### src/rtl/intc_pkg.sv
package intc_pkg;

    // Register addresses on the write port
    localparam logic [1:0] RA_MASK = 2'd0;
    localparam logic [1:0] RA_MODE = 2'd1;
    localparam logic [1:0] RA_BASE = 2'd2;
    localparam logic [1:0] RA_CMD  = 2'd3;

    // Mode register bit positions
    localparam int unsigned MODE_SFN  = 0;
    localparam int unsigned MODE_AEOI = 1;
    localparam int unsigned MODE_BUF  = 3;

    // Command register bit positions
    localparam int unsigned CMD_EOI     = 4;
    localparam int unsigned CMD_SMM_VAL = 5;
    localparam int unsigned CMD_SMM_EN  = 6;

    typedef enum logic [1:0] {
        ACK_IDLE,
        ACK_FIRST,
        ACK_GAP,
        ACK_SECOND
    } ack_st_e;

endpackage

### src/rtl/intc_first_set.sv
module intc_first_set #(
    parameter int unsigned N  = 8,
    parameter int unsigned IW = $clog2(N)
) (
    input  logic [N-1:0]  vec,
    output logic          found,
    output logic [IW-1:0] idx
);
    // Lowest-numbered set bit wins
    always_comb begin
        found = 1'b0;
        idx   = '0;
        for (int i = N - 1; i >= 0; i--) begin
            if (vec[i]) begin
                found = 1'b1;
                idx   = IW'(i);
            end
        end
    end
endmodule

### src/rtl/intc_prio.sv
module intc_prio #(
    parameter int unsigned N  = 8,
    parameter int unsigned IW = $clog2(N)
) (
    input  logic [N-1:0]  pend,
    input  logic [N-1:0]  isr,
    input  logic          smm,
    input  logic          sfn,
    output logic          win_any,
    output logic [IW-1:0] win_lvl
);
    logic [N-1:0] elig;

    for (genvar n = 0; n < N; n++) begin : g_lvl
        logic blk;
        always_comb begin
            blk = 1'b0;
            for (int k = 0; k < n; k++) begin
                blk = blk | isr[k];
            end
            if (!sfn) begin
                blk = blk | isr[n];
            end
        end
        assign elig[n] = pend[n] & (smm | ~blk);
    end

    intc_first_set #(.N(N), .IW(IW)) u_pick (
        .vec   (elig),
        .found (win_any),
        .idx   (win_lvl)
    );
endmodule

### src/rtl/intc_ack_seq.sv
module intc_ack_seq
    import intc_pkg::*;
#(
    parameter int unsigned IW = 3
) (
    input  logic          clk,
    input  logic          rst_n,
    input  logic          ack,
    input  logic          win_any,
    input  logic [IW-1:0] win_lvl,
    output logic          grant,
    output logic          done,
    output logic          vec_oe,
    output logic [IW-1:0] lvl,
    output logic          spur
);
    typedef struct packed {
        ack_st_e       st;
        logic          ack_prev;
        logic [IW-1:0] lvl;
        logic          spur;
    } seq_s;

    seq_s s_d, s_q;
    logic rise, fall;

    assign rise  = ack & ~s_q.ack_prev;
    assign fall  = ~ack & s_q.ack_prev;
    assign grant = (s_q.st == ACK_IDLE) && rise;
    assign done  = (s_q.st == ACK_SECOND) && fall;

    always_comb begin
        s_d          = s_q;
        s_d.ack_prev = ack;
        case (s_q.st)
            ACK_IDLE: if (rise) begin
                s_d.st   = ACK_FIRST;
                s_d.spur = ~win_any;
                s_d.lvl  = win_any ? win_lvl : {IW{1'b1}};
            end
            ACK_FIRST:  if (fall) s_d.st = ACK_GAP;
            ACK_GAP:    if (rise) s_d.st = ACK_SECOND;
            ACK_SECOND: if (fall) s_d.st = ACK_IDLE;
            default:    s_d.st = ACK_IDLE;
        endcase
    end

    always_ff @(posedge clk) begin
        if (!rst_n) begin
            s_q <= '{st: ACK_IDLE, ack_prev: 1'b0, lvl: '0, spur: 1'b0};
        end else begin
            s_q <= s_d;
        end
    end

    assign vec_oe = (s_q.st == ACK_SECOND);
    assign lvl    = s_q.lvl;
    assign spur   = s_q.spur;

    AST_OE_AFTER_ACK: assert property (@(posedge clk) disable iff (!rst_n)
        vec_oe |-> $past(ack));
    AST_GRANT_ONLY_IDLE: assert property (@(posedge clk) disable iff (!rst_n)
        grant |=> (s_q.st == ACK_FIRST));
endmodule

### src/rtl/intc_core.sv
module intc_core
    import intc_pkg::*;
#(
    parameter int unsigned N  = 8,
    parameter int unsigned DW = 8
) (
    input  logic          clk,
    input  logic          rst_n,
    input  logic [N-1:0]  irq_in,
    input  logic          wr_en,
    input  logic [1:0]    wr_addr,
    input  logic [DW-1:0] wr_data,
    input  logic          ack,
    output logic          int_out,
    output logic [DW-1:0] vec_out,
    output logic          vec_oe,
    output logic          buf_en,
    output logic [N-1:0]  isr_out
);
    localparam int unsigned IW     = $clog2(N);
    localparam int unsigned BASE_W = DW - IW;

    typedef struct packed {
        logic [N-1:0]      irq_prev;
        logic [N-1:0]      irr;
        logic [N-1:0]      imr;
        logic [N-1:0]      isr;
        logic [BASE_W-1:0] base;
        logic              sfn;
        logic              aeoi;
        logic              bufm;
        logic              smm;
        logic              int_o;
    } core_s;

    core_s c_d, c_q;

    logic          win_any;
    logic [IW-1:0] win_lvl;
    logic          grant, done, spur;
    logic [IW-1:0] seq_lvl;
    logic          eoi_hit;
    logic [IW-1:0] eoi_lvl;
    logic          eoi_cmd;
    logic [N-1:0]  rise;

    intc_prio #(.N(N), .IW(IW)) u_prio (
        .pend    (c_q.irr & ~c_q.imr),
        .isr     (c_q.isr),
        .smm     (c_q.smm),
        .sfn     (c_q.sfn),
        .win_any (win_any),
        .win_lvl (win_lvl)
    );

    intc_first_set #(.N(N), .IW(IW)) u_eoi_pick (
        .vec   (c_q.isr),
        .found (eoi_hit),
        .idx   (eoi_lvl)
    );

    intc_ack_seq #(.IW(IW)) u_seq (
        .clk     (clk),
        .rst_n   (rst_n),
        .ack     (ack),
        .win_any (win_any),
        .win_lvl (win_lvl),
        .grant   (grant),
        .done    (done),
        .vec_oe  (vec_oe),
        .lvl     (seq_lvl),
        .spur    (spur)
    );

    assign rise    = irq_in & ~c_q.irq_prev;
    assign eoi_cmd = wr_en && (wr_addr == RA_CMD) && wr_data[CMD_EOI];

    always_comb begin
        c_d          = c_q;
        c_d.irq_prev = irq_in;
        // pending: set on edge, lost when input drops
        c_d.irr      = (c_q.irr | rise) & irq_in;
        if (grant && win_any) begin
            c_d.irr[win_lvl] = 1'b0;
            c_d.isr[win_lvl] = 1'b1;
        end
        if (done && c_q.aeoi && !spur) begin
            c_d.isr[seq_lvl] = 1'b0;
        end
        if (eoi_cmd && eoi_hit) begin
            c_d.isr[eoi_lvl] = 1'b0;
        end
        if (wr_en) begin
            case (wr_addr)
                RA_MASK: c_d.imr  = wr_data[N-1:0];
                RA_MODE: begin
                    c_d.sfn  = wr_data[MODE_SFN];
                    c_d.aeoi = wr_data[MODE_AEOI];
                    c_d.bufm = wr_data[MODE_BUF];
                end
                RA_BASE: c_d.base = wr_data[DW-1:IW];
                RA_CMD: begin
                    if (wr_data[CMD_SMM_EN]) c_d.smm = wr_data[CMD_SMM_VAL];
                end
                default: ;
            endcase
        end
        c_d.int_o = win_any;
    end

    always_ff @(posedge clk) begin
        if (!rst_n) begin
            c_q <= '0;
        end else begin
            c_q <= c_d;
        end
    end

    assign int_out = c_q.int_o;
    assign isr_out = c_q.isr;
    assign vec_out = vec_oe ? {c_q.base, seq_lvl} : '0;
    assign buf_en  = c_q.bufm & vec_oe;

    AST_INT_NEEDS_UNMASKED: assert property (@(posedge clk) disable iff (!rst_n)
        int_out |-> $past(|(c_q.irr & ~c_q.imr)));
    AST_ISR_SET_ON_GRANT: assert property (@(posedge clk) disable iff (!rst_n)
        ((c_q.isr & ~$past(c_q.isr)) != '0) |-> $past(grant));
    AST_EOI_NEVER_GROWS: assert property (@(posedge clk) disable iff (!rst_n)
        (eoi_cmd && !grant) |=> ($countones(c_q.isr) <= $countones($past(c_q.isr))));
    AST_SMM_HOLD: assert property (@(posedge clk) disable iff (!rst_n)
        (wr_en && wr_addr == RA_CMD && !wr_data[CMD_SMM_EN]) |=> $stable(c_q.smm));
    AST_BUF_QUIET: assert property (@(posedge clk) disable iff (!rst_n)
        !vec_oe |-> !buf_en);
endmodule

### config.mk
export PLATFORM = sky130hd
export DESIGN_NAME = intc_core
export DESIGN_NICKNAME = d
export VERILOG_FILES = /design/src/rtl/intc_pkg.sv /design/src/rtl/intc_first_set.sv /design/src/rtl/intc_prio.sv /design/src/rtl/intc_ack_seq.sv /design/src/rtl/intc_core.sv
export SDC_FILE = /design/constraint.sdc
export NUM_CORES = 1
export LEC_CHECK = 0
export ABC_AREA = 1
export BUFFER_PORTS_ARGS = -buffer_cell sky130_fd_sc_hd__clkbuf_2
export CORE_AREA = 3 3 77 79
export CTS_CLUSTER_SIZE = 40
export DETAILED_ROUTE_END_ITERATION = 10
export DIE_AREA = 0 0 80 82
export GPL_TIMING_DRIVEN = 0
export PLACE_DENSITY = 0.72
export SYNTH_ARGS = -nofsm -noshare
export SYNTH_HDL_FRONTEND = slang
export SYNTH_HIERARCHICAL = 1
export SYNTH_SLANG_ARGS = --single-unit
### constraint.sdc
create_clock -name clk -period 2 [get_ports clk]
set_input_delay 0.2 -clock clk [delete_from_list [all_inputs] [get_ports clk]]
set_output_delay 0.2 -clock clk [all_outputs]
set_load 0.02 [all_outputs]
# ---- Yosys cells after proc, flatten, opt, wreduce, memory -nomap -nowiden
# Cells that the tools add are included.
dict set report totals {
  register_bits 49
  input_bits 22
  out_inout_bits 19
}
dict set report op_classes {
  order_cmp 6
  n_eq_ne 10
  muxes 57
  n_bitwise 50
  reduce_logical 20
}
# op n
set ops {}
lappend ops {{3-bit two-way mux} 17}
lappend ops {{8-bit AND} 6}
lappend ops {{8-bit two-way mux} 5}
lappend ops {{8-bit NOT} 5}
lappend ops {{1-bit two-way mux} 27}
lappend ops {{8-bit bitwise OR} 2}
lappend ops {{1-bit bitwise OR} 15}
lappend ops {{3-bit by 4-bit < comparator with 1-bit output (second input constant)} 3}
lappend ops {{1-bit AND} 11}
lappend ops {{1-bit logical AND} 11}
lappend ops {{1-bit NOT} 11}
lappend ops {{1-bit demux with 3-bit select} 3}
lappend ops {{3-bit by 1-bit greater-or-equal comparator with 1-bit output (second input constant)} 3}
lappend ops {{2-bit equality test (second input constant)} 4}
lappend ops {{2-bit two-way mux} 4}
lappend ops {{2-bit by 1-bit inequality test with 1-bit output (second input constant)} 4}
lappend ops {{2-bit one-hot mux with 4 select lines} 1}
lappend ops {{2-bit AND reduction} 4}
lappend ops {{2-bit by 1-bit equality test with 1-bit output (second input constant)} 2}
lappend ops {{2-bit zero test} 2}
lappend ops {{4-bit AND reduction} 1}
lappend ops {{3-bit AND reduction} 1}
lappend ops {{1-bit zero test} 1}

# ---- Depth between registers and ports, before layout
# Gate-level depths: netlist of the first run.
dict set report logic_depth {
  word_depth 29
  depth_mapped 18
  mapped_depth_nobuf 18
}

# ---- Hierarchy
# Netlist of the first run, hierarchy kept.
# module n_inst cells_per_inst area_each_um2
set modules_own_cells {}
lappend modules_own_cells {intc_core 1 276 1831.8}
lappend modules_own_cells {intc_ack_seq 1 55 410.4}
lappend modules_own_cells {intc_first_set 2 22 98.8}
lappend modules_own_cells {intc_prio 1 29 152.6}

# ---- Least setup slack after synthesis of the first run
# Ideal clock, no wire load.
dict set report synth_timing {
  path_type {register -> register}
  startpoint {register c_q, in the netlist isr_out[1]}
  endpoint {register c_q, in the netlist isr_out[3]}
  setup_time_ns 0.064
  t_arrival_ns 1.841
  required_time_ns 1.936
  setup_slack_ns 0.095
  stages_incl_launch_ff 16
  path_cell_list {dfxtp_1 > nor2_2 > nand3_2 > nor2_2 > o21ai_1 > a21boi_1 > inv_1 > nand2_1 > nand2_1 > nand2_1 > nand2_1 > a21oi_1 > nand3_1 > o21bai_1 > nand3_1 > nor2_1}
}
# element line_no
set synth_lines {}
lappend synth_lines {{start, declared} intc_core.sv:36} ;# core_s c_d, c_q;
lappend synth_lines {{start signal, assigned} intc_core.sv:113} ;# c_q <= '0;
lappend synth_lines {{start signal, assigned} intc_core.sv:115} ;# c_q <= c_d;
lappend synth_lines {{1-bit bitwise OR * (4 in series)} intc_prio.sv:19} ;# blk = blk | isr[k];
lappend synth_lines {{1-bit bitwise OR} intc_prio.sv:22} ;# blk = blk | isr[n];
lappend synth_lines {{1-bit two-way mux *} intc_prio.sv:21} ;# if (!sfn) begin
lappend synth_lines {{1-bit NOT *} intc_prio.sv:25} ;# assign elig[n] = pend[n] & (smm | ~blk);
lappend synth_lines {{1-bit bitwise OR *} intc_prio.sv:25}
lappend synth_lines {{1-bit AND *} intc_prio.sv:25}
lappend synth_lines {{named net u_prio.elig[5]} intc_prio.sv:12} ;# logic [N-1:0] elig;
lappend synth_lines {{3-bit two-way mux * (6 in series)} intc_first_set.sv:14} ;# if (vec[i]) begin
lappend synth_lines {{named net win_lvl[0]} intc_core.sv:39} ;# logic [IW-1:0] win_lvl;
lappend synth_lines {{[... 2 more ...]} n/a}
lappend synth_lines {{1-bit two-way mux (implied by the code)} intc_core.sv:85} ;# c_d.isr[win_lvl] = 1'b1;
lappend synth_lines {{1-bit demux with 3-bit select *} intc_core.sv:85}
lappend synth_lines {{8-bit bitwise OR (no source line) *} n/a}
lappend synth_lines {{8-bit two-way mux *} intc_core.sv:83} ;# if (grant && win_any) begin
lappend synth_lines {{8-bit AND (no source line)} n/a}
lappend synth_lines {{8-bit two-way mux *} intc_core.sv:87} ;# if (done && c_q.aeoi && !spur) begin
lappend synth_lines {{8-bit AND (no source line)} n/a}
lappend synth_lines {{8-bit two-way mux *} intc_core.sv:90} ;# if (eoi_cmd && eoi_hit) begin
# The timed path passes the listed nets; every way through them passes the cells marked *.
# A chain may end at the register's enable or synchronous reset.

# ---- Worst setup path after layout of the first run
dict set report layout_timing {
  startpoint {register c_q, in the netlist isr_out[0]}
  endpoint {register c_q, in the netlist isr_out[1]}
}
dict set report layout_between {
  elab_chain_len 29
}
# element line_no
set layout_lines {}
lappend layout_lines {{1-bit bitwise OR * (6 in series)} intc_prio.sv:19}
lappend layout_lines {{1-bit bitwise OR} intc_prio.sv:22}
lappend layout_lines {{1-bit two-way mux *} intc_prio.sv:21}
lappend layout_lines {{1-bit NOT *} intc_prio.sv:25}
lappend layout_lines {{1-bit bitwise OR *} intc_prio.sv:25}
lappend layout_lines {{1-bit AND *} intc_prio.sv:25}
lappend layout_lines {{named net u_prio.elig[7]} intc_prio.sv:12}
lappend layout_lines {{3-bit two-way mux * (8 in series)} intc_first_set.sv:14}
lappend layout_lines {{named net win_lvl[0]} intc_core.sv:39}
lappend layout_lines {{[... 2 more ...]} n/a}
lappend layout_lines {{1-bit two-way mux (implied by the code)} intc_core.sv:85}
lappend layout_lines {{1-bit demux with 3-bit select *} intc_core.sv:85}
lappend layout_lines {{8-bit bitwise OR (no source line) *} n/a}
lappend layout_lines {{8-bit two-way mux *} intc_core.sv:83}
lappend layout_lines {{8-bit AND (no source line)} n/a}
lappend layout_lines {{8-bit two-way mux *} intc_core.sv:87}
lappend layout_lines {{8-bit AND (no source line)} n/a}
lappend layout_lines {{8-bit two-way mux *} intc_core.sv:90}
# Marks and branches as above.

==> results.md, run 1 <==
- Layout filler cell count: 520
- Grt met2 use: 31.6%
- Total CTS buffers: 5
- Worst Setup End Kind: register
- Die area: 6560 sq um
- Final Cycle Share: 106%
- Synth warn: 6
- RSZ-0062 raised after global routing: yes
- Final hold slack: 0.0924 ns
- Row count: 27
- Peak supply drop: 389 uV
- Hold Path Depth: 3
- Clk_skew: 0.00507 ns
- I/O pin count: 41
- GRT overflow: 0
- Root Buffer: clkbuf_8
- Post-DRT Antenna Nets: 0
- GR Util met3: 3.51%
- Via/cell ratio: 4.68
- Total Nets Final: 485
- Seq/Total Area, Yosys: 37.8%
- GP Congestion: 0.845
- Clock Path Buffers: 2
- Die H: 82 um
- Worst r2r src: isr_out[0]
- Failing checks: negative setup slack
- Yosys cell types: 30
- Skew-Pair Late Insertion Delay: 0.30 ns
- Worst-path fanout max: 6
- TritonRoute pass-1 iters: 4
- Max-Cap Viols: 0
- CP Cell Sequence: nor2_4, nand3_2, nor2_4, nand3_1, a21oi_2, nand2_1, nand2_1, nand2_1, nand2_1, nand2_2, a21oi_4, nand3_4, o21bai_1, nand2_1, nor2_1
- Pwr/cell area: 924 nW/um^2
- Endpoints failing setup: 9
- Hold Path End: c_q[36]
- Delay of the slowest critical-path stage: 0.36 ns
- H-Tree Depth: 2
- Leak: 1.67 nW
- Layout cells sized above 1: 23.5%
- Slew margin rel.: 69.9%
- Met1 usage: 24.8%
- Final core occ: 59.2%
- CP most frequent cell: nand2_1
- Via count: 2488
- DRC Markers: 0
- Synthesized cell area: 2590 sq um
- Dpl ws: -0.372 ns
- HP Class: in -> reg
- Post-Synthesis Cells: 404
- Synth-to-Final Area Change: 23.4%
- Crit Path Category: reg -> reg
- Status: complete, but fails checks
- Initial core utilization: 48.0%
- Core Footprint: 5410 sq um
- Synth Register Bits: 49
- Worst Path Arrival: 2.35 ns
- Switching part of the total: 34.3%
- Comb pwr share: 33.8%
- Least-Margin Pin Slew: 0.452 ns
- Largest net degree at the start of global routing: 16
- Final number of hold-violating endpoints: 0
- Antenna Cells: 0
- CTS tree: yes
- Startpoint types: register
- Dpl hpwl: 4.51 mm
- First-pass GRT wire length: 9.85 mm
- Cells on worst reg2reg path: 15
- Clk sink count: 49
- Busiest grt layer: met2
- Die width: 80 um
- GRT Total Usage: 19.6%
- Initial antenna violation count: 0
- CTS clk-pin slew, worst paths: 0.09 ns
- Syn_nets: 430
- I/O Buffers: 40
- Final Max Tran Viols: 0
- Crit path required time: 2.23 ns
- Crit path max-delay cell type: dfxtp_4
- Clk pwr share: 27.9%
- DRT iter0 DRCs: 166
- Multi-input logic area: 1310 sq um
- Final min period: 2.12 ns
- Sequential share of power: 38.2%
- P_sw: 0.00101 W
- Reg-to-reg setup timing slack: -0.12 ns
- Vias in the first global route: 2240
- R2R Path End: isr_out[1]
- Setup ws final: -0.118 ns
- Detailed Route WL: 5.97 mm
- Register area: 992 sq um
- WL/cell: 11.2 um
- Internal Power: 0.00194 W
- Worst Hold Launch: irq_in[2]
- Fmax: 472 MHz
- Average instance area after synthesis: 6.42 sq um
==> state kept, by name, indices dropped and copies added (netlist names) <==
register / cells
isr_out: 8
u_seq/spur: 1
c_q: 33
u_seq/lvl: 3
u_seq/s_q: 3
int_out: 1
==> routing by layer <==
layer	routed length, um	vias up
li1	-	1330
met3	272	11
met2	2730	53
met1	2820	1094
met4	138	0
met5	0	-
==> power by group through the flow <==
stage	Sequential (W)	Combinational (W)	Clock (W)
2_1_floorplan	0.00114	0.000640	0
3_3_place_gp	0.00115	0.000801	0
3_5_place_dp	0.00115	0.000820	0
4_1_cts	0.00113	0.000926	0.000840
5_1_grt	0.00114	0.00113	0.000884
6_report	0.00113	0.00100	0.000826
==> placed cells by master (no fill, tap or decap), drive strengths merged, types with 4 or more instances in the layout <==
cell / n
inv: 83
a21oi: 14
nor3: 5
o21ai: 29
ha: 4
buf: 20
dfxtp: 49
clkbuf: 48
o21bai: 4
nand2: 76
nand3: 21
nor2: 88
==> cell usage after synthesis (all sizes together) <==
cell type,count,area (sq um)
nor3,5,35.0
ha,4,50.1
clkbuf,3,11.3
nand2,76,305
dfxtp,49,981
o21a,1,7.51
or2,2,12.5
a31oi,3,18.8
inv,83,312
nand4,2,12.5
clkinvlp,1,5.00
buf,12,87.6
a21boi,3,22.5
a21oi,14,70.1
a211oi,2,15.0
and3,1,6.26
o21ai,29,145
nand3,21,120
o211ai,1,7.51
o21bai,4,30.0
nor2,88,338
==> timing repair <==
item / CTS / global route
gates resized for setup: 22 / 17
endpoints found under the hold margin: 0 / 0
pin swaps: 7 / 6
setup buffers: 5 / 3
hold buffers: 0 / 0
setup endpoints to repair: 16 / 16
==> logic make-up after synthesis <==
family / count (synthesis) / share of synthesized area, %
and+or+nand+nor: 195 / 32.0
DFF: 49 / 37.8
AOI/OAI and AO/OA: 57 / 12.2
buffers and inverters: 99 / 16.0
adders and majority gates: 4 / 1.93
==> stage by stage <==
step           power [W]  cell area [sq um]  TNS, ns  std cells
2_1_floorplan    0.00178               2590        0        404
3_3_place_gp     0.00195               2880    -2.97        516
3_5_place_dp     0.00197               2880    -3.65        516
4_1_cts          0.00289               3130   -0.165        529
5_1_grt          0.00315               3200    -3.26        532
6_report         0.00296               3200   -0.581        532
==> worst max-delay path, delay by kind of cell (launching register included) <==
kind | cells | cell delay, ns
compound gates | 3 | 0.55
simple gates | 12 | 1.13
flops | 1 | 0.36
==> worst max path at each step <==
stage / slack (ns) / from / cells after the start / end
floorplan: 0.09 / isr_out[1] / 15 / isr_out[3]
global placement: -0.33 / isr_out[1] / 15 / isr_out[5]
detailed placement: -0.37 / isr_out[1] / 15 / isr_out[5]
CTS: -0.06 / isr_out[0] / 15 / isr_out[3]
global route: -0.28 / isr_out[0] / 15 / isr_out[3]
finish: -0.12 / isr_out[0] / 15 / isr_out[1]
==> area by class of cell <==
class | instances | share of cell area, %
timing repair buffer | 48 | 8.13
clock inverter | 3 | 2.03
clock buffer | 5 | 2.15
inverter | 84 | 9.89
sequential | 49 | 31.0
buffer | 15 | 3.09
tap | 72 | 2.82
multi-input combinational | 256 | 40.9
No activity file was read; power rests on OpenSTA's default activity.
==> run 2, diff against run 1 <==
==> constraint.sdc (replaced) <==
create_clock -name clk -period 2 [get_ports clk]
set_input_delay 0.1 -clock clk [delete_from_list [all_inputs] [get_ports clk]]
set_output_delay 0.1 -clock clk [all_outputs]
set_load 0.02 [all_outputs]
==> results.md, run 2 (same netlist as run 1, synthesis figures left out) <==
- Status: complete, but fails checks
- Failing checks: negative setup slack
- DRC Markers: 0 (unchanged)
- Reg-to-reg setup timing slack: -0.12 ns (about the same)
- Initial core utilization: 48.0% (unchanged)
- Clk sink count: 49 (unchanged)
- Clock Path Buffers: 2 (unchanged)
- Endpoints failing setup: 9 (unchanged)
- GRT overflow: 0 (unchanged)
- Row count: 27 (unchanged)
- CTS tree: yes
- Design area: 3260 sq um (+1.9%)
- Synth-to-Final Area Change: 25.7%
- Largest register by flop count: c_q
- Detailed Route WL: 6.02 mm (+0.90%)
- Root Buffer: clkbuf_8
- Worst r2r src: isr_out[0]
- Pwr/cell area: 910 nW/um^2 (-1.5%)
- Total CTS buffers: 5 (unchanged)
- HP Class: in -> reg
- DRT iter0 DRCs: 132 (-20%)
- Crit Path Category: reg -> reg
- Via/cell ratio: 4.65 (-0.48%)
- Leak: 1.70 nW (+1.5%)
- CTS clk-pin slew, worst paths: 0.09 ns (about the same)
- GRT Total Usage: 19.6% (+0.046 points)
- First-pass GRT wire length: 9.87 mm (+0.27%)
- Slew margin rel.: 69.8% (about the same)
- Dpl hpwl: 4.51 mm (unchanged)
- Layout cells sized above 1: 23.2% (-0.30 points)
- Vias in the first global route: 2248 (+0.36%)
- Worst Path Arrival: 2.35 ns (about the same)
- Total power draw: 0.00297 W (+0.36%)
- Hold Path Depth: 3 (unchanged)
- Leading cell types in the layout, fill and taps excluded: nor2_1 (82), inv_1 (79), nand2_1 (68)
- Via count: 2504 (+0.64%)
- Worst Setup End Kind: register
- Peak supply drop: 389 uV (about the same)
- R2R Path End: isr_out[1]
- RSZ-0062 raised after global routing: yes
- Crit path required time: 2.23 ns (about the same)
- Final number of hold-violating endpoints: 0 (unchanged)
- Final Max Tran Viols: 0 (unchanged)
- Die area: 6560 sq um (unchanged)
- TritonRoute pass-1 iters: 5 (+1)
- Final Cycle Share: 106% (about the same)
- Least-Margin Pin Slew: 0.453 ns (+0.000917 ns)
- GP Congestion: 0.845 (unchanged)
- Placed Instance Area: 2880 sq um (unchanged)
- H-Tree Depth: 2 (unchanged)
- Max reg flops: 33 (unchanged)
- Worst Hold Launch: irq_in[0]
- Antenna Cells: 0 (unchanged)
- Fmax: 472 MHz (about the same)
- Die H: 82 um (unchanged)
- Cells on worst reg2reg path: 15 (unchanged)
- Final TNS setup: -0.565 ns (+0.0154 ns)
- Largest net degree at the start of global routing: 16 (unchanged)
- Die width: 80 um (unchanged)
- I/O pin count: 41 (unchanged)
- Core Footprint: 5410 sq um (unchanged)
- Startpoint types: register
- I/O Buffers: 40 (unchanged)
- Worst-path fanout max: 6 (unchanged)
- Clk_skew: 0.00534 ns (+0.000265 ns)
- WL/cell: 11.2 um (-0.22%)
- Max-Cap Viols: 0 (unchanged)
- Total Nets Final: 491 (+1.2%)
- Skew-Pair Late Insertion Delay: 0.31 ns (about the same)
- Post-DRT Antenna Nets: 0 (unchanged)
- Initial antenna violation count: 0 (unchanged)
- Final min period: 2.12 ns (-0.000915 ns)
- Commonest non-fill, non-tap cell in the layout: nor2_1
- Hold Path End: c_q[34]
- Setup ws final: -0.117 ns (+0.000915 ns)
==> run 2: changes by cell type in the layout (fill, tap and decap cells not counted) <==
cell,delta
dlygate4sd3_1,+6
==> run 2: repair_timing <==
action / CTS / global route
pin swaps: 7 / 6
endpoints found under the hold margin: 6 / 0
setup endpoints to repair: 16 / 16
resized for setup: 22 / 17
hold buffers: 6 / 0
buffers inserted: 5 / 3
==> run 2: how the worst max path moves through the flow <==
stage,startpoint,to,slack [ns],cells after the start
after floorplan,isr_out[1],isr_out[3],0.09,15
after global placement,isr_out[1],isr_out[5],-0.33,15
after detailed placement,isr_out[1],isr_out[5],-0.37,15
after CTS,isr_out[0],isr_out[3],-0.06,15
after global routing,isr_out[0],isr_out[3],-0.28,15
final,isr_out[0],isr_out[1],-0.12,15
==> run 2: worst max-delay path: stages, from the launching register on <==
cell and delay, ns:
dfxtp_4 0.36, nor2_4 0.11, nand3_2 0.10, nor2_4 0.12
nand3_1 0.11, a21oi_2 0.17, nand2_1 0.08, nand2_1 0.06
nand2_1 0.05, nand2_1 0.08, nand2_2 0.07, a21oi_4 0.21
nand3_4 0.16, o21bai_1 0.17, nand2_1 0.08, nor2_1 0.11
==> run 2: per-layer routing <==
layer	routed length (um)	GRT usage, %	share of wire, %	up-vias
met2	2760	31.8	46	47
met5	0	0	0	-
met3	258	3.51	4.3	11
met1	2870	24.8	48	1105
li1	-	-	-	1341
met4	138	10.3	2.3	0
==> run 2: power breakdown <==
part / total, W / switching (W) / internal, W / leakage (nW)
Clock: 0.000827 / 0.000330 / 0.000497 / 0.0681
Sequential: 0.00113 / 0.0000617 / 0.00107 / 0.406
Combinational: 0.00101 / 0.000626 / 0.000384 / 1.22
==> run 2: cell type report <==
class / count / area, sq um
Fill cell: 515 / 2150
Multi-Input combinational cell: 256 / 1310
Sequential cell: 49 / 992
Timing Repair Buffer: 54 / 320
Inverter: 84 / 317
Buffer: 15 / 98.8
Tap cell: 72 / 90.1
Clock buffer: 5 / 68.8
Clock inverter: 3 / 65.1
==> run 2: per-stage QoR <==
step,setup slack (ns),hold slack (ns),util [%],cells
2_1_floorplan,0.0948,0.193,-,404
3_3_place_gp,-0.335,0.302,53.3,516
3_5_place_dp,-0.372,0.306,53.3,516
4_1_cts,-0.0552,0.00143,59.0,535
5_1_grt,-0.278,0.0340,60.3,538
6_report,-0.117,0.00676,60.3,538
==> run 3, diff against run 2 <==
--- a/config.mk
+++ b/config.mk
@@ -6,13 +6,15 @@
 export NUM_CORES = 1
 export LEC_CHECK = 0
 export ABC_AREA = 1
-export BUFFER_PORTS_ARGS = -buffer_cell sky130_fd_sc_hd__clkbuf_2
 export CORE_AREA = 3 3 77 79
 export CTS_CLUSTER_SIZE = 40
 export DETAILED_ROUTE_END_ITERATION = 10
 export DIE_AREA = 0 0 80 82
+export DONT_BUFFER_PORTS = 1
 export GPL_TIMING_DRIVEN = 0
-export PLACE_DENSITY = 0.72
+export HOLD_SLACK_MARGIN = 0.15
+export PLACE_DENSITY = 0.65
+export SLEW_MARGIN = 20
 export SYNTH_ARGS = -nofsm -noshare
 export SYNTH_HDL_FRONTEND = slang
 export SYNTH_HIERARCHICAL = 1
==> results.md, run 3 (same netlist as run 1, synthesis figures left out) <==
- Status: complete, but fails checks
- Failing checks: negative setup slack
- RSZ-0062 raised after global routing: yes
- Switching part of the total: 36.9% (+2.6 points)
- Core Footprint: 5410 sq um (unchanged)
- Antenna Cells: 0 (unchanged)
- Leading cell types in the layout, fill and taps excluded: nor2_1 (81), inv_1 (76), nand2_1 (64)
- I/O Buffers: 0 (-100%)
- DRC Markers: 0 (unchanged)
- Die area: 6560 sq um (unchanged)
- Final min period: 2.01 ns (-0.103 ns)
- Startpoint types: register
- Worst Path Arrival: 2.21 ns (-0.14 ns)
- Register area: 995 sq um (+0.25%)
- DRT iter0 DRCs: 154 (+17%)
- CTS tree: yes
- Clock Path Buffers: 2 (unchanged)
- Sequential share of power: 40.8% (+2.7 points)
- GRT overflow: 0 (unchanged)
- Final Max Tran Viols: 0 (unchanged)
- GRT Total Usage: 20.6% (+1.0 points)
- Internal Power: 0.00176 W (-9.8%)
- Largest register by flop count: c_q
- Met1 WL: 2.85 mm (-0.52%)
- Final number of hold-violating endpoints: 0 (unchanged)
- Least-Margin Pin Slew: 0.414 ns (-0.0387 ns)
- Total CTS buffers: 5 (unchanged)
- Endpoints failing setup: 5 (-4)
- Met3 WL: 244 um (-5.4%)
- Commonest non-fill, non-tap cell in the layout: nor2_1
- Largest net degree at the start of global routing: 15 (-1)
- CP Cell Sequence: inv_1, nand3_2, nor2_4, nand3_2, a21oi_2, or2_4, nand3_2, a31oi_4, inv_1, nand2_2, nor2_4, o21ai_0, nor2_1
- Final Cycle Share: 101% (-5.2 points)
- Crit path required time: 2.20 ns (-0.03 ns)
- Synth-to-Final Area Change: 29.0%
- Final TNS setup: -0.0509 ns (+0.514 ns)
- WL/cell: 11.9 um (+6.3%)
- Max reg flops: 33 (unchanged)
- Multi-input logic area: 1340 sq um (+2.5%)
- Placed Instance Area: 2680 sq um (-6.9%)
- Comb pwr share: 38.6% (+4.6 points)
- Detailed Route WL: 6.28 mm (+4.3%)
- Crit Path Category: reg -> reg
- TritonRoute pass-1 iters: 4 (-1)
- Crit path max-delay cell type: dfxtp_4
- Vias in the first global route: 2464 (+9.6%)
- Peak supply drop: 563 uV (+45%)
- Layout cells sized above 1: 16.7% (-6.5 points)
- Die H: 82 um (unchanged)
- Clk_skew: 0.0114 ns (+0.00608 ns)
- Initial core utilization: 48.0% (unchanged)
- Worst Setup End Kind: register
- Post-DRT Antenna Nets: 0 (unchanged)
- Total Nets Final: 481 (-2.0%)
- HP Class: in -> reg
- Placed insts: 476 (-7.8%)
- Design area: 3340 sq um (+2.6%)
- Final hold slack: 0.149 ns (+0.143 ns)
- Clk sink count: 49 (unchanged)
- DR top layer: met4
- Delay of the slowest critical-path stage: 0.37 ns (about the same)
- Fmax: 496 MHz (+5.1%)
- Root Buffer: clkbuf_8
- Initial antenna violation count: 0 (unchanged)
- Die width: 80 um (unchanged)
- First-pass GRT wire length: 10.5 mm (+6.4%)
- H-Tree Depth: 2 (unchanged)
- Leak: 1.62 nW (-4.7%)
- Max-Cap Viols: 0 (unchanged)
- GP Congestion: 0.861 (+1.9%)
- P_sw: 0.00103 W (+0.92%)
- Pwr/cell area: 833 nW/um^2 (-8.5%)
- Via/cell ratio: 4.76 (+2.3%)
- Via count: 2515 (+0.44%)
- Row count: 27 (unchanged)
- Dpl ws: -0.360 ns (+0.0130 ns)
- Met2 Wirelength: 3.10 mm (+12%)
- CTS clk-pin slew, worst paths: 0.09 ns (about the same)
- Clk pwr share: 20.5% (-7.4 points)
- I/O pin count: 41 (unchanged)
- Slew margin rel.: 72.4% (+2.6 points)
- Finished Layout Cells: 528 (-1.9%)
- Worst-path fanout max: 4 (-2)
- CP most frequent cell: nand3_2
- Skew-Pair Late Insertion Delay: 0.31 ns (about the same)
- Setup ws final: -0.0142 ns (+0.103 ns)
- Layout filler cell count: 527 (+2.3%)
- Dpl hpwl: 4.52 mm (+0.16%)
[run 3: changes by cell type in the layout (fill, tap and decap cells not counted), sizes merged]
cell,before,now
clkbuf,48,10
dlygate4sd3,6,36
clkinv,1,0
clkinvlp,1,2
bufinv,2,0
[run 3: worst paths after layout]
kind                            cells after the start    endpoint  slack [ns]  startpoint
worst max-delay path                               13  isr_out[5]       -0.01  isr_out[3]
worst min-delay path                                3  isr_out[3]        0.15       rst_n
worst max register to register                     13  isr_out[5]       -0.01  isr_out[3]
worst min register to register                      1     c_q[28]        0.40     c_q[36]
[run 3: area by class of cell]
class / instances / share of cell area [%]
Buffer: 15 / 2.96
Clock buffer: 7 / 2.28
Clock inverter: 1 / 0.224
Inverter: 84 / 9.47
Multi-Input combinational cell: 256 / 40.1
Sequential cell: 49 / 29.7
Tap cell: 72 / 2.69
Timing Repair Buffer: 44 / 12.6
[run 3: repair_timing]
| item | CTS | global route |
|---|---|---|
| hold endpoints to repair | 48 | 0 |
| gates resized for setup | 26 | 24 |
| pin swaps | 5 | 12 |
| endpoints found under the setup margin | 16 | 16 |
| setup buffers | 6 | 2 |
| hold buffers | 36 | 0 |
[run 3: per-layer routing]
| layer | global-route usage [%] | up-vias |
|---|---|---|
| met5 | 0 | - |
| met4 | 6.93 | 0 |
| met3 | 3.07 | 7 |
| met2 | 36.7 | 39 |
| met1 | 25.5 | 1146 |
| li1 | - | 1323 |
[run 3: worst max-delay path: cells and delay by family, from the launching register on]
family                 cells  cell delay (ns)
AOI/OAI and AO/OA          3             0.52
DFF                        1             0.37
buffers and inverters      2             0.21
and+or+nand+nor            8             0.82
[run 3: stage by stage]
stage / power (W) / utilization, %
5_1_grt: 0.00298 / 61.9
3_5_place_dp: 0.00193 / 49.6
2_1_floorplan: 0.00178 / -
3_3_place_gp: 0.00191 / 49.6
4_1_cts: 0.00271 / 60.3
6_report: 0.00279 / 61.9
[run 3: power groups by stage]
stage / combinational (W) / clock, W / sequential (W)
3_3_place_gp: 0.000757 / 0 / 0.00116
2_1_floorplan: 0.000640 / 0 / 0.00114
6_report: 0.00108 / 0.000572 / 0.00114
5_1_grt: 0.00121 / 0.000621 / 0.00115
3_5_place_dp: 0.000770 / 0 / 0.00116
4_1_cts: 0.000989 / 0.000588 / 0.00114
